<file path="src/rtl/dbg_brk_pkg.sv">
package dbg_brk_pkg;
    typedef enum logic {DBG_RUN = 1'b0, DBG_STOP = 1'b1} dbg_state_t;
    typedef enum logic {RS_IDLE = 1'b0, RS_PULSE = 1'b1} rst_state_t;

    localparam logic [1:0] ADDR_CNT  = 2'd0;
    localparam logic [1:0] ADDR_CTL  = 2'd1;
    localparam logic [1:0] ADDR_STAT = 2'd2;

    localparam int CTL_DBG_BIT  = 7;
    localparam int CTL_PCEN_BIT = 6;
    localparam int CTL_ZEN_BIT  = 5;
    localparam int CTL_RST_BIT  = 0;
endpackage

</file>
<file path="src/rtl/dbg_cnt_unit.sv">
module dbg_cnt_unit #(
    parameter int CNT_W = 16
) (
    input  logic             clk,
    input  logic             rst_n,
    input  logic             load,
    input  logic [CNT_W-1:0] load_val,
    input  logic             pc_mode,
    input  logic             zero_en,
    input  logic             run_en,
    input  logic             dbg_exit,
    input  logic [CNT_W-1:0] pc,
    output logic [CNT_W-1:0] cnt,
    output logic             pc_hit,
    output logic             zero_hit
);
    localparam logic [CNT_W-1:0] ONE = {{(CNT_W-1){1'b0}}, 1'b1};

    always_ff @(posedge clk or negedge rst_n) begin
        if (!rst_n)
            cnt <= '0;
        else if (load)
            cnt <= load_val;
        else if (dbg_exit && !zero_en)
            cnt <= '0;
        else if (!pc_mode && run_en && cnt != '0)
            cnt <= cnt - ONE;
    end

    always_comb begin
        pc_hit   = pc_mode && run_en && (pc == cnt);
        zero_hit = !pc_mode && zero_en && run_en && !load && (cnt == ONE);
    end


    cnt_frozen_chk: assert property (@(posedge clk) disable iff (!rst_n)
        (pc_mode && !load && !dbg_exit) |=> $stable(cnt));


    no_wrap_chk: assert property (@(posedge clk) disable iff (!rst_n)
        (cnt == '0 && !load) |=> (cnt == '0));
endmodule

</file>
<file path="src/rtl/dbg_mode_fsm.sv">
module dbg_mode_fsm
    import dbg_brk_pkg::*;
(
    input  logic clk,
    input  logic rst_n,
    input  logic ctl_wr,
    input  logic wr_dbg_bit,
    input  logic brk_hit,
    input  logic brk_strobe,
    output logic dbg_exit,
    output logic dbg_mode,
    output logic cpu_halt,
    output logic idle
);
    dbg_state_t state, state_nx;
    logic       brk_seen;

    always_comb begin
        state_nx = state;
        unique case (state)
            DBG_RUN:  if (brk_hit || (ctl_wr && wr_dbg_bit)) state_nx = DBG_STOP;
            DBG_STOP: if (ctl_wr && !wr_dbg_bit && !brk_hit) state_nx = DBG_RUN;
        endcase
    end

    always_ff @(posedge clk or negedge rst_n) begin
        if (!rst_n) begin
            state    <= DBG_RUN;
            brk_seen <= 1'b0;
        end else begin
            state <= state_nx;
            if (brk_strobe)
                brk_seen <= 1'b1;
            else if (ctl_wr)
                brk_seen <= 1'b0;
        end
    end

    always_comb begin
        dbg_mode = (state == DBG_STOP);
        cpu_halt = (state == DBG_STOP);
        idle     = (state == DBG_STOP) || brk_seen;
        dbg_exit = (state == DBG_STOP) && (state_nx == DBG_RUN);
    end


    brk_wins_chk: assert property (@(posedge clk) disable iff (!rst_n)
        brk_hit |=> dbg_mode);


    idle_set_chk: assert property (@(posedge clk) disable iff (!rst_n)
        brk_strobe |=> idle);
endmodule

</file>
<file path="src/rtl/dbg_rst_seq.sv">
module dbg_rst_seq
    import dbg_brk_pkg::*;
#(
    parameter int RST_CYCLES = 16
) (
    input  logic clk,
    input  logic rst_n,
    input  logic start,
    output logic rst_req
);
    localparam int TW = (RST_CYCLES > 1) ? $clog2(RST_CYCLES) : 1;
    localparam logic [TW-1:0] LAST = TW'(RST_CYCLES - 1);

    rst_state_t      state;
    logic [TW-1:0]   tick;

    always_ff @(posedge clk or negedge rst_n) begin
        if (!rst_n) begin
            state <= RS_IDLE;
            tick  <= '0;
        end else begin
            unique case (state)
                RS_IDLE: begin
                    tick <= '0;
                    if (start) state <= RS_PULSE;
                end
                RS_PULSE: begin
                    if (tick == LAST) begin
                        state <= RS_IDLE;
                        tick  <= '0;
                    end else begin
                        tick <= tick + 1'b1;
                    end
                end
            endcase
        end
    end

    always_comb rst_req = (state == RS_PULSE);


    rst_len_chk: assert property (@(posedge clk) disable iff (!rst_n)
        (rst_req && tick != LAST) |=> rst_req);


    rst_start_chk: assert property (@(posedge clk) disable iff (!rst_n)
        $rose(rst_req) |-> $past(start));
endmodule

</file>
<file path="src/rtl/dbg_brk_unit.sv">
module dbg_brk_unit
    import dbg_brk_pkg::*;
#(
    parameter int CNT_W      = 16,
    parameter int AW         = 2,
    parameter int RST_CYCLES = 16
) (
    input  logic             clk,
    input  logic             rst_n,
    input  logic             reg_wr,
    input  logic [AW-1:0]    reg_addr,
    input  logic [CNT_W-1:0] reg_wdata,
    output logic [CNT_W-1:0] reg_rdata,
    input  logic [CNT_W-1:0] cpu_pc,
    input  logic             cpu_run,
    input  logic             brk_strobe,
    input  logic             halt_in,
    input  logic             rdprot_in,
    output logic             dbg_mode,
    output logic             cpu_halt,
    output logic             sys_rst_req
);
    localparam int PADW = CNT_W - 8;

    logic             cnt_wr, ctl_wr;
    logic             pc_mode, zero_en;
    logic             pc_hit, zero_hit, dbg_exit, idle;
    logic [CNT_W-1:0] cnt;
    logic [7:0]       ctl_rd, stat_rd;

    always_comb begin
        cnt_wr = reg_wr && (reg_addr == AW'(ADDR_CNT));
        ctl_wr = reg_wr && (reg_addr == AW'(ADDR_CTL));
    end

    always_ff @(posedge clk or negedge rst_n) begin
        if (!rst_n) begin
            pc_mode <= 1'b0;
            zero_en <= 1'b0;
        end else if (ctl_wr) begin
            pc_mode <= reg_wdata[CTL_PCEN_BIT];
            zero_en <= reg_wdata[CTL_ZEN_BIT];
        end
    end

    dbg_cnt_unit #(.CNT_W(CNT_W)) cnt_i (
        .clk      (clk),
        .rst_n    (rst_n),
        .load     (cnt_wr),
        .load_val (reg_wdata),
        .pc_mode  (pc_mode),
        .zero_en  (zero_en),
        .run_en   (cpu_run && !dbg_mode),
        .dbg_exit (dbg_exit),
        .pc       (cpu_pc),
        .cnt      (cnt),
        .pc_hit   (pc_hit),
        .zero_hit (zero_hit)
    );

    dbg_mode_fsm mode_i (
        .clk        (clk),
        .rst_n      (rst_n),
        .ctl_wr     (ctl_wr),
        .wr_dbg_bit (reg_wdata[CTL_DBG_BIT]),
        .brk_hit    (pc_hit || zero_hit),
        .brk_strobe (brk_strobe),
        .dbg_exit   (dbg_exit),
        .dbg_mode   (dbg_mode),
        .cpu_halt   (cpu_halt),
        .idle       (idle)
    );

    dbg_rst_seq #(.RST_CYCLES(RST_CYCLES)) rst_i (
        .clk     (clk),
        .rst_n   (rst_n),
        .start   (ctl_wr && reg_wdata[CTL_RST_BIT]),
        .rst_req (sys_rst_req)
    );

    always_comb begin
        ctl_rd  = {dbg_mode, pc_mode, zero_en, 4'b0000, sys_rst_req};
        stat_rd = {idle, halt_in, rdprot_in, 5'b00000};
        unique case (reg_addr)
            AW'(ADDR_CNT):  reg_rdata = cnt;
            AW'(ADDR_CTL):  reg_rdata = {{PADW{1'b0}}, ctl_rd};
            AW'(ADDR_STAT): reg_rdata = {{PADW{1'b0}}, stat_rd};
            default:        reg_rdata = '0;
        endcase
    end


    halt_mirror_chk: assert property (@(posedge clk) disable iff (!rst_n)
        (cpu_halt == dbg_mode));
endmodule

</file>
<file path="config.mk">
export PLATFORM = sky130hd
export DESIGN_NAME = dbg_brk_unit
export DESIGN_NICKNAME = d
export VERILOG_FILES = /design/src/rtl/dbg_brk_pkg.sv /design/src/rtl/dbg_cnt_unit.sv /design/src/rtl/dbg_mode_fsm.sv /design/src/rtl/dbg_rst_seq.sv /design/src/rtl/dbg_brk_unit.sv
export SDC_FILE = /design/constraint.sdc
export NUM_CORES = 1
export LEC_CHECK = 0
export ABC_CLOCK_PERIOD_IN_PS = 5790
export BUFFER_PORTS_ARGS = -buffer_cell sky130_fd_sc_hd__buf_2
export CORE_MARGIN = 10
export CORE_UTILIZATION = 46
export CTS_CLUSTER_DIAMETER = 30
export DETAILED_ROUTE_END_ITERATION = 16
export GPL_ROUTABILITY_DRIVEN = 0
export GPL_TIMING_DRIVEN = 1
export PLACE_DENSITY = 0.74
export SLEW_MARGIN = 0
export SYNTH_ARGS = -nofsm -noshare
export SYNTH_HDL_FRONTEND = slang
export SYNTH_SLANG_ARGS = --single-unit
</file>
<file path="constraint.sdc">
create_clock -name clk -period 5.79 [get_ports clk]
set_clock_uncertainty 0.2 [all_clocks]
set_input_delay 0.579 -clock clk [delete_from_list [all_inputs] [get_ports clk]]
set_output_delay 0.579 -clock clk [all_outputs]
set_load 0.02 [all_outputs]
</file>
==> impl_metrics.ini <==
[run_status]
outcome = complete, no violations

[sta]
rsz0062_at_grt = false
max_slew.worst_pin.slew_ps = 1110
min_period_ps = 2320
hold_viol_final = 0
tns_ps = 0
setup_viol = 0
whs_ps = 90.1
finalCritPeriodShare_pct = 40.2
slew_viol_final = 0
slew-limit-headroom_pct = 25.5
fmax_mhz = 430

[cts]
cts_root_buf = clkbuf_8
h-tree-depth = 1
clockBufferDepth = 2
cts_tree = built
cts_buffers = 3
cts.sinks = 25
cts_hold_buf = 0
clock_latency_ps = 270
post_cts_resize_count = 0
clk_pin_slew_ps = 90
cts_setup_buffers = 0

[synthesis]
syn_nets = 248
synthArstFlopShare_pct = 100
synth_xor_xnor_area_share_pct = 13.7
synth_top_area_share_pct = 34.9
synth_top_flop_cell = dfrtp_1
avgSynthCellArea_sq_um = 8.83
yosys_warnings = 0
synth_common_cells = dfrtp_1 (25), xnor2_1 (25), nand2_1 (23), nor2_1 (14), and2_1 (12)
yosysTopAreaCell = dfrtp_1
synth-edff-count = 0
synth-seq-cells = 25
ys_seq_area_share_pct = 34.9
yosys-top-cells-area = dfrtp_1 (35%), xnor2_1 (12%), nand2_1 (4.8%)
syn_inst = 203
synthSimpleGateAreaFrac_pct = 27.7
netlist_area_sq_um = 1790
yosys.area_share.adder_pct = 2.79
synth_compound_area_share_pct = 11.7
synthMuxAreaShare_pct = 4.68
synth_top_family_by_area = simple AND/OR/NAND/NOR gates
synth_cell_types = 47

[die]
num_io_pins = 60
coreArea_sq_um = 3720
die_w_um = 82.4
initial_core_util_pct = 48.2
dieArea_sq_um = 6790
num_rows = 22
die_y_um = 82.4

[global_route]
grt.total_usage_pct = 13.7
antenna_found_initial = 0
grt_pass1_wl_um = 7310
grt-ovfl-total = 0
grt_max_degree = 26
first_global_vias = 1619

[hold_path]
hp-class = input pin to asynchronous set/reset pin

[power_and_ir_drop]
p_comb_share_pct = 40.9
power.share.clock_pct = 14.4
p_sw_uw = 311
ir_worst_vdd_mv = 0.126
power.density_nw_per_um2 = 344
swShare_pct = 42.4
p_seq_share_pct = 44.7
p_leak_uw = 0.000941
power_uw = 732
p_int_uw = 422

[detailed_routing]
via_per_inst = 5.47
first_pass_iters = 4
drc_errors = 0
drt_iter0_drc = 50
drt-wirelength-per-cell_um = 15.5
vias = 1663
final_antenna_net_count = 0
wirelength_um = 4710

[setup_path]
rr_worst_depth = 7
startpoint_type = input pin
worst-setup-path-type = input pin to primary output
endpoint_kind = primary output
reg2reg_from = cnt_i.cnt[0]
worst_r2r_endpoint = cnt_i.cnt[1]
crit_fanout = 14
ff2ff_setup_slack_ps = 3480
cp-startpoint = reg_addr[0]
cp_data_required_time_ps = 5010
crit_path_end = reg_rdata[10]
arrival_ps = 1550

[placement]
io_buffers = 59
dp.cells = 300
dp_hpwl_um = 3700
placed_cell_area_sq_um = 2080

[cells_and_area]
area_growth_pct = 18.9
diodes = 0
drive_gt1_share_pct = 29.3
final_cells = 304
fin_area_sq_um = 2130
n_fill_cell = 339
nets = 302

[flow_run]
maxCapViolations = 0
-- worst min-delay path by stage --
| stage | slack [ps] | cells after the start | to |
|---|---|---|---|
| detailed placement | 290 | 1 | rst_i.tick[0] |
| global placement | 260 | 1 | mode_i.brk_seen |
| CTS | 100 | 1 | cnt_i.cnt[14] |
| floorplan | 80 | 0 | cnt_i.cnt[0] |
| global route | 130 | 1 | cnt_i.cnt[0] |
| finish | 90 | 1 | cnt_i.cnt[14] |
-- placed cells by master (no fill, tap or decap), types with 7 or more instances in the layout --
cell,synthesis,layout
o21ai_0,11,11
dfrtp_1,25,25
nor3_1,8,8
buf_2,1,59
o21ai_1,7,7
nand4_1,7,7
nand2_1,23,23
and2_1,12,12
nor2_1,14,14
xnor2_1,25,25
-- registers in the layout (all words and copies together) (netlist names) --
register         cells
rst_i.tick           4
rst_i.rst_req        1
zero_en              1
pc_mode              1
mode_i.cpu_halt      1
mode_i.brk_seen      1
cnt_i.cnt           16
-- power groups by stage --
| stage | registers [uW] | clock network, uW | logic [uW] |
|---|---|---|---|
| after global placement | 326 | 0 | 293 |
| after floorplan | 291 | 0 | 249 |
| after detailed placement | 328 | 0 | 301 |
| final | 327 | 106 | 299 |
| after global routing | 340 | 111 | 338 |
| after CTS | 325 | 107 | 303 |
-- critical path, cell delays in order --
cell    delay [ps]
buf_2          180
nor2_1         400
and2_2         220
buf_2          160
-- per-layer routing --
| metal | routed length [um] | up-vias | global-route usage (%) |
|---|---|---|---|
| li1 | - | 819 | - |
| met1 | 1970 | 782 | 16.3 |
| met2 | 2140 | 55 | 22.9 |
| met3 | 517 | 7 | 3.35 |
| met4 | 85 | 0 | 5.95 |
| met5 | 0 | - | 0 |
-- through the flow --
stage / utilization (%) / worst slack (ps)
6_report: 57.3 / 3470
5_1_grt: 57.3 / 3300
4_1_cts: 57.3 / 3440
3_5_place_dp: 56.1 / 3440
3_3_place_gp: 56.1 / 3490
2_1_floorplan: - / 3480
-- final cells by class --
class / count / area (sq um) / area share [%]
multi-input cells: 163 / 1080 / 50.9
flip-flops and latches: 25 / 626 / 29.4
repair buffers: 59 / 295 / 13.9
well taps: 48 / 60.1 / 2.82
clock buffers: 3 / 41.3 / 1.94
inverters: 5 / 18.8 / 0.881
clock inverters: 1 / 5.00 / 0.235
-- cell families after synthesis --
family / Yosys count
AOI/OAI and AO/OA: 35
buffers and inverters: 15
DFF: 25
adders and majority gates: 4
xor gates and xnor gates: 28
and+or+nand+nor: 88
muxes: 8
(Power assumes the default switching activity.)
